`config.mk`:
```
export PLATFORM = sky130hd
export DESIGN_NAME = ovl_cmd_seq
export DESIGN_NICKNAME = d
export VERILOG_FILES = /design/src/rtl/ovl_cmd_pkg.sv /design/src/rtl/ovl_step_map.sv /design/src/rtl/ovl_poll_ctr.sv /design/src/rtl/ovl_cmd_seq.sv
export SDC_FILE = /design/constraint.sdc
export NUM_CORES = 1
export LEC_CHECK = 0
export BUFFER_PORTS_ARGS = -buffer_cell sky130_fd_sc_hd__buf_2
export CORE_MARGIN = 4
export CORE_UTILIZATION = 56
export CTS_CLUSTER_SIZE = 10
export DETAILED_ROUTE_END_ITERATION = 10
export GPL_TIMING_DRIVEN = 0
export PLACE_DENSITY = 0.86
export SLEW_MARGIN = 0
export SYNTH_ARGS = -nofsm -noshare
export SYNTH_HDL_FRONTEND = slang
export SYNTH_HIERARCHICAL = 1
export SYNTH_SLANG_ARGS = --single-unit
export TNS_END_PERCENT = 100
```
`constraint.sdc`:
```
create_clock -name clk -period 5.7 [get_ports clk]
set_input_delay 0.285 -clock clk [delete_from_list [all_inputs] [get_ports clk]]
set_output_delay 0.285 -clock clk [all_outputs]
set_load 0.01 [all_outputs]
```
`src/rtl/ovl_cmd_pkg.sv`:
```
package ovl_cmd_pkg;

  typedef enum logic [2:0] {
    ST_CODE, ST_ALO, ST_AHI, ST_LLO, ST_LHI, ST_DATA, ST_EXEC, ST_POLL
  } step_e;

  localparam int OFF_W = 8;

  // successor of a step; optional steps are skipped by the two flags
  function automatic step_e step_after(step_e s, logic has_len, logic has_dat);
    step_e n;
    case (s)
      ST_CODE: n = ST_ALO;
      ST_ALO:  n = ST_AHI;
      ST_AHI:  n = has_len ? ST_LLO : (has_dat ? ST_DATA : ST_EXEC);
      ST_LLO:  n = ST_LHI;
      ST_LHI:  n = has_dat ? ST_DATA : ST_EXEC;
      ST_DATA: n = ST_EXEC;
      default: n = ST_POLL;
    endcase
    return n;
  endfunction

endpackage

```
`src/rtl/ovl_step_map.sv`:
```
module ovl_step_map
  import ovl_cmd_pkg::*;
#(
  parameter int BUS_W  = 16,
  parameter int CODE_W = 8,
  parameter int ADDR_W = 32,
  parameter int LEN_W  = 32
) (
  input  step_e              step,
  input  logic [CODE_W-1:0]  code,
  input  logic [ADDR_W-1:0]  addr,
  input  logic [LEN_W-1:0]   len,
  input  logic [BUS_W-1:0]   data,
  output logic [OFF_W-1:0]   off,
  output logic [BUS_W-1:0]   wdata
);
  logic [ADDR_W-1:0] addr_up;
  logic [LEN_W-1:0]  len_up;

  assign addr_up = addr >> BUS_W;
  assign len_up  = len >> BUS_W;

  always_comb begin
    off   = 8'hCC;
    wdata = '0;
    case (step)
      ST_CODE: begin off = 8'h80; wdata = BUS_W'(code); end
      ST_ALO:  begin off = 8'h88; wdata = addr[BUS_W-1:0]; end
      ST_AHI:  begin off = 8'h8A; wdata = addr_up[BUS_W-1:0]; end
      ST_LLO:  begin off = 8'h90; wdata = len[BUS_W-1:0]; end
      ST_LHI:  begin off = 8'h92; wdata = len_up[BUS_W-1:0]; end
      ST_DATA: begin off = 8'h84; wdata = data; end
      ST_EXEC: begin off = 8'hC0; wdata = BUS_W'(1); end
      default: begin off = 8'hCC; wdata = '0; end
    endcase
  end
endmodule

```
`src/rtl/ovl_poll_ctr.sv`:
```
module ovl_poll_ctr #(
  parameter int MAX_POLLS = 1000
) (
  input  logic clk,
  input  logic rst,
  input  logic clear,
  input  logic tick,
  output logic last
);
  localparam int CNT_W = $clog2(MAX_POLLS + 1);
  logic [CNT_W-1:0] cnt;

  always_ff @(posedge clk) begin
    if (rst || clear) cnt <= '0;
    else if (tick)    cnt <= cnt + 1'b1;
  end

  assign last = (cnt == CNT_W'(MAX_POLLS - 1));


  poll_bound_chk: assert property (@(posedge clk) disable iff (rst)
    cnt <= CNT_W'(MAX_POLLS));
endmodule

```
`src/rtl/ovl_cmd_seq.sv`:
```
module ovl_cmd_seq
  import ovl_cmd_pkg::*;
#(
  parameter int BUS_W     = 16,
  parameter int CODE_W    = 8,
  parameter int ADDR_W    = 32,
  parameter int LEN_W     = 32,
  parameter int BADDR_W   = 24,
  parameter int MAX_POLLS = 1000,
  parameter int RDY_BIT   = 7,
  parameter logic [BUS_W-1:0] ERR_MASK = BUS_W'(16'h133A)
) (
  input  logic               clk,
  input  logic               rst,
  input  logic [BADDR_W-1:0] base_addr,
  input  logic               req_valid,
  output logic               req_ready,
  input  logic [CODE_W-1:0]  req_code,
  input  logic [ADDR_W-1:0]  req_addr,
  input  logic [LEN_W-1:0]   req_len,
  input  logic [BUS_W-1:0]   req_data,
  input  logic               req_data_vld,
  output logic               rsp_valid,
  output logic [BUS_W-1:0]   rsp_err,
  output logic               rsp_fail,
  output logic               rsp_timeout,
  output logic               bus_req,
  output logic               bus_we,
  output logic [BADDR_W-1:0] bus_addr,
  output logic [BUS_W-1:0]   bus_wdata,
  input  logic               bus_ack,
  input  logic [BUS_W-1:0]   bus_rdata
);
  logic               busy;
  step_e              step_q;
  logic [BADDR_W-1:0] base_q;
  logic [CODE_W-1:0]  code_q;
  logic [ADDR_W-1:0]  addr_q;
  logic [LEN_W-1:0]   len_q;
  logic [BUS_W-1:0]   data_q;
  logic               dvld_q;
  logic [OFF_W-1:0]   off;
  logic               accept, poll_done, poll_last, dev_rdy;
  logic [BUS_W-1:0]   err_bits;

  assign req_ready = !busy;
  assign accept    = req_valid && !busy;
  assign dev_rdy   = bus_rdata[RDY_BIT];
  assign err_bits  = bus_rdata & ERR_MASK;
  assign poll_done = busy && bus_ack && (step_q == ST_POLL);

  ovl_step_map #(.BUS_W(BUS_W), .CODE_W(CODE_W), .ADDR_W(ADDR_W), .LEN_W(LEN_W)) u_map (
    .step(step_q), .code(code_q), .addr(addr_q), .len(len_q), .data(data_q),
    .off(off), .wdata(bus_wdata)
  );

  ovl_poll_ctr #(.MAX_POLLS(MAX_POLLS)) u_poll (
    .clk(clk), .rst(rst), .clear(accept), .tick(poll_done), .last(poll_last)
  );

  assign bus_we   = (step_q != ST_POLL);
  assign bus_addr = base_q + BADDR_W'(off);

  always_ff @(posedge clk) begin
    if (rst) begin
      busy        <= 1'b0;
      bus_req     <= 1'b0;
      step_q      <= ST_CODE;
      base_q      <= '0;
      code_q      <= '0;
      addr_q      <= '0;
      len_q       <= '0;
      data_q      <= '0;
      dvld_q      <= 1'b0;
      rsp_valid   <= 1'b0;
      rsp_err     <= '0;
      rsp_fail    <= 1'b0;
      rsp_timeout <= 1'b0;
    end else begin
      rsp_valid <= 1'b0;
      if (accept) begin
        busy    <= 1'b1;
        bus_req <= 1'b1;
        step_q  <= ST_CODE;
        base_q  <= base_addr;
        code_q  <= req_code;
        addr_q  <= req_addr;
        len_q   <= req_len;
        data_q  <= req_data;
        dvld_q  <= req_data_vld;
      end else if (busy && bus_ack) begin
        if (step_q != ST_POLL) begin
          step_q <= step_after(step_q, |len_q, dvld_q);
        end else if (dev_rdy || poll_last) begin
          busy        <= 1'b0;
          bus_req     <= 1'b0;
          rsp_valid   <= 1'b1;
          rsp_err     <= err_bits;
          rsp_fail    <= |err_bits;
          rsp_timeout <= !dev_rdy;
        end
      end
    end
  end


  hold_until_ack_chk: assert property (@(posedge clk) disable iff (rst)
    (bus_req && !bus_ack) |=> (bus_req && $stable(bus_addr) && $stable(bus_we)
                               && $stable(bus_wdata)));

  no_accept_busy_chk: assert property (@(posedge clk) disable iff (rst)
    bus_req |-> !req_ready);

  rsp_pulse_chk: assert property (@(posedge clk) disable iff (rst)
    rsp_valid |=> !rsp_valid);

  rsp_after_read_chk: assert property (@(posedge clk) disable iff (rst)
    rsp_valid |-> $past(bus_req && !bus_we && bus_ack));

  idle_after_rsp_chk: assert property (@(posedge clk) disable iff (rst)
    rsp_valid |-> !bus_req);
endmodule

```
==> metrics.yaml <==
ys.warnings.count: 6
setup.worst_path.start_class: "register"
outcome: "complete, no violations"
synth.yosys.seq_area_share: 0.418
syn-instance-count: 831
final.setup.tns_ns: 0
timing_worst_slew_pin_value_ns: 0.649
final_layout_size_suffix_gt1_frac: 0.264
place.port_buffers: 177
die-width_um: 116
timing.reg2reg.worst_path_depth: 6
antenna_found_initial: 0
areaGrowthSynthToFinish_pct: 25.6
hold_viol: 0
seqPwrFrac: 0.433
clockRootBuffer: "sky130_fd_sc_hd__clkbuf_16"
grt.total_usage: 0.290
worst_setup_path_end_kind: "output pin"
place.detailed.hpwl_mm: 14.6
worstReg2RegStart: "step_q[1]"
startpoint: "step_q[0]"
maximum_clock_frequency_ghz: 0.270
setup.worst_path.class: "register to output pin"
mappedNetlistArea_um2: 6560
worstHoldPathType: "input pin to register"
async_sr_flop_fraction: 0
power_per_cell_area_nw_per_um2: 292
predominant_post_synthesis_flop_cell: "sky130_fd_sc_hd__dfxtp_1"
numPlacedInstances: 1160
global_route_wire_length_before_repair_mm: 30.7
timing.reg2reg.setup_slack_ns: 3.66
grt_overflow: 0
grt_setup_unrepaired: "false"
period_minus_slack_ns: 3.71
cellLeakagePower_uw: 0.00351
post_synth_edffs: 0
die_ht_um: 116
intPower_uw: 1740
vias: 6683
cts_max_path_buffers: 2
cts_setup_buffers: 0
critical_path.reg2reg.endpoint: "u_poll/cnt[7]"
grt_max_degree: 17
ys_seq_elements: 137
critical_path.cell_chain: "buf_6 > buf_6 > buf_4 > buf_2 > nand2_1 > o22ai_1 > ha_1 > a21oi_1 > o211ai_1 > a31oi_2 > nand2b_1 > xnor2_1 > buf_2"
power.ir.vdd_worst_mv: 0.173
die-area_um2: 13500
p_clk_frac: 0.452
final-setup-viol-count: 0
max_cap_viols: 0
drtPass1Iterations: 8
tritoncts.num_buffers: 17
slew_viol_final: 0
power.switching_uw: 667
timing.slew.headroom: 0.564
num_antenna_cells: 0
grt_pass1_vias: 6177
floorplan.initialDensity: 0.572
tritoncts_num_sinks: 137
yosys.cell_types.count: 69
worst_clock_skew_ns: 0.00892
layout_worst_path_cycle_share: 0.650
row_count: 39
clock_tree.htree_level_count: 4
max_stage_delay_ns: 0.46
synth.avg_cell_area_um2: 7.90
vias_per_instance: 5.61
p_comb_frac: 0.115
detail_route.drc_violations: 0
fp.coreArea_um2: 11500
tritoncts: "built"
critPathMaxFanout: 10
postRouteWirelength_mm: 19.8
routed_wire_length_per_instance_um: 16.6
cts_repair_resize_count: 0
place.gp.congestion: 0.923
boundaryPins: 195
worstPathRequired_ns: 5.41
setup.worst_path.end: "bus_addr[21]"
power.switching_fraction: 0.277
detail-route-antenna-nets: 0
finish.net_count: 1179
finalNonFillerCells: 1192
drt_first_iter_violations: 602
cts-hold-fix-buffers: 0
crit_arrival_ns: 3.42
clk_pin_slew_worst_paths_ns: 0.06
clk_latency_ns: 0.42
cp_slowest_cell: "sky130_fd_sc_hd__dfxtp_1"
## cells in the final DEF (no fill, tap or decap), drive strengths merged, types with 4 or more instances in the layout
| master | count |
|---|---|
| a211oi | 4 |
| a21oi | 144 |
| a221o | 4 |
| a221oi | 6 |
| a31oi | 5 |
| and2 | 5 |
| and3 | 8 |
| buf | 214 |
| clkbuf | 45 |
| clkinvlp | 4 |
| conb | 12 |
| dfxtp | 137 |
| ha | 9 |
| inv | 16 |
| mux2 | 10 |
| mux2i | 13 |
| nand2 | 261 |
| nand2b | 5 |
| nand3 | 5 |
| nand4 | 9 |
| nor2 | 23 |
| nor3 | 7 |
| nor4 | 9 |
| o211ai | 6 |
| o21a | 7 |
| o21ai | 9 |
| o2bb2ai | 5 |
| or4 | 4 |
| xnor2 | 14 |
| xor2 | 13 |
## worst max-delay path, delay by kind of cell, from the launching register on
kind,cells,cell delay (ns)
buffers and inverters,5,0.93
AOI/OAI and AO/OA,4,0.89
DFF,1,0.46
adders and majority gates,1,0.32
and+or+nand+nor,2,0.28
xor gates and xnor gates,1,0.11
## sequential cells by signal, indices dropped and copies added (netlist names)
register     flops
dvld_q           1
u_poll/cnt      10
busy             1
rsp_timeout      1
rsp_valid        1
len_q           32
base_q          24
step_q           3
code_q           8
addr_q          32
rsp_fail         1
data_q          16
rsp_err          7
## metal layers
layer / GRT usage / vias up / routed length, µm / part of all wire
met3: 0.0798 / 74 / 2040 / 0.10
met1: 0.358 / 3007 / 7720 / 0.39
met4: 0.135 / 0 / 849 / 0.043
li1: - / 3232 / - / -
met2: 0.473 / 370 / 9230 / 0.47
met5: 0 / - / 0 / 0
## through the flow
step	cell area, µm²	util	setup slack (ns)	hold WS, ns	total power, µW
after CTS	8240	0.719	2.04	0.0750	2400
after floorplan	6600	-	2.92	0.382	1210
after global placement	7660	0.668	2.54	0.440	1320
after global routing	8240	0.719	1.83	0.0932	2480
final	8240	0.719	1.99	0.0816	2410
after detailed placement	7660	0.668	2.51	0.444	1330
## worst min path at each step
| stage | startpoint | to | slack, ns | depth (start not counted) |
|---|---|---|---|---|
| finish | bus_rdata[7] | rsp_timeout | 0.08 | 2 |
| CTS | bus_rdata[7] | rsp_timeout | 0.08 | 2 |
| detailed placement | code_q[0] | code_q[0] | 0.44 | 2 |
| global placement | code_q[0] | code_q[0] | 0.44 | 2 |
| floorplan | bus_rdata[7] | rsp_timeout | 0.38 | 1 |
| global route | req_len[9] | len_q[9] | 0.09 | 3 |
## cell usage after synthesis, types with 7 or more instances
library cell	number	share of area
sky130_fd_sc_hd__nand2_1	261	0.15
sky130_fd_sc_hd__a21oi_1	143	0.11
sky130_fd_sc_hd__dfxtp_1	137	0.42
sky130_fd_sc_hd__clkbuf_1	26	0.015
sky130_fd_sc_hd__nor2_1	22	0.013
sky130_fd_sc_hd__buf_2	16	0.012
sky130_fd_sc_hd__buf_4	14	0.016
sky130_fd_sc_hd__xnor2_1	14	0.019
sky130_fd_sc_hd__mux2i_1	13	0.020
sky130_fd_sc_hd__xor2_1	13	0.017
sky130_fd_sc_hd__mux2_2	10	0.017
sky130_fd_sc_hd__ha_1	9	0.017
sky130_fd_sc_hd__nor4_1	9	0.0086
sky130_fd_sc_hd__nand4_1	8	0.0076
sky130_fd_sc_hd__o21ai_0	8	0.0061
sky130_fd_sc_hd__and3_1	7	0.0067
## cells by family (layout without fill, tap and decap cells)
family / Yosys count / in the layout / share of synthesized area
compound gates: 206 / 206 / 0.187
buf+inv: 72 / 281 / 0.0595
other cells: 3 / 12 / 0.00172
fa+ha+maj: 10 / 10 / 0.0202
flops: 137 / 137 / 0.418
simple gates: 351 / 351 / 0.233
xor+xnor: 27 / 27 / 0.0360
mux: 25 / 25 / 0.0439
## power groups by stage
stage                     Sequential (µW)  Combinational [µW]  Clock (µW)
after floorplan                      1050                 164           0
after global placement               1060                 266           0
after detailed placement             1060                 270           0
after CTS                            1040                 273        1090
after global routing                 1040                 305        1130
final                                1040                 277        1090
## cell type report
type / count / area, µm²
Multi-Input combinational cell: 631 / 3460
Fill cell: 920 / 3220
Sequential cell: 137 / 2740
Timing Repair Buffer: 177 / 886
Clock buffer: 17 / 425
Buffer: 65 / 364
Tap cell: 143 / 179
Clock inverter: 15 / 158
Inverter: 7 / 26.3
No activity file was read; power rests on OpenSTA's default activity.
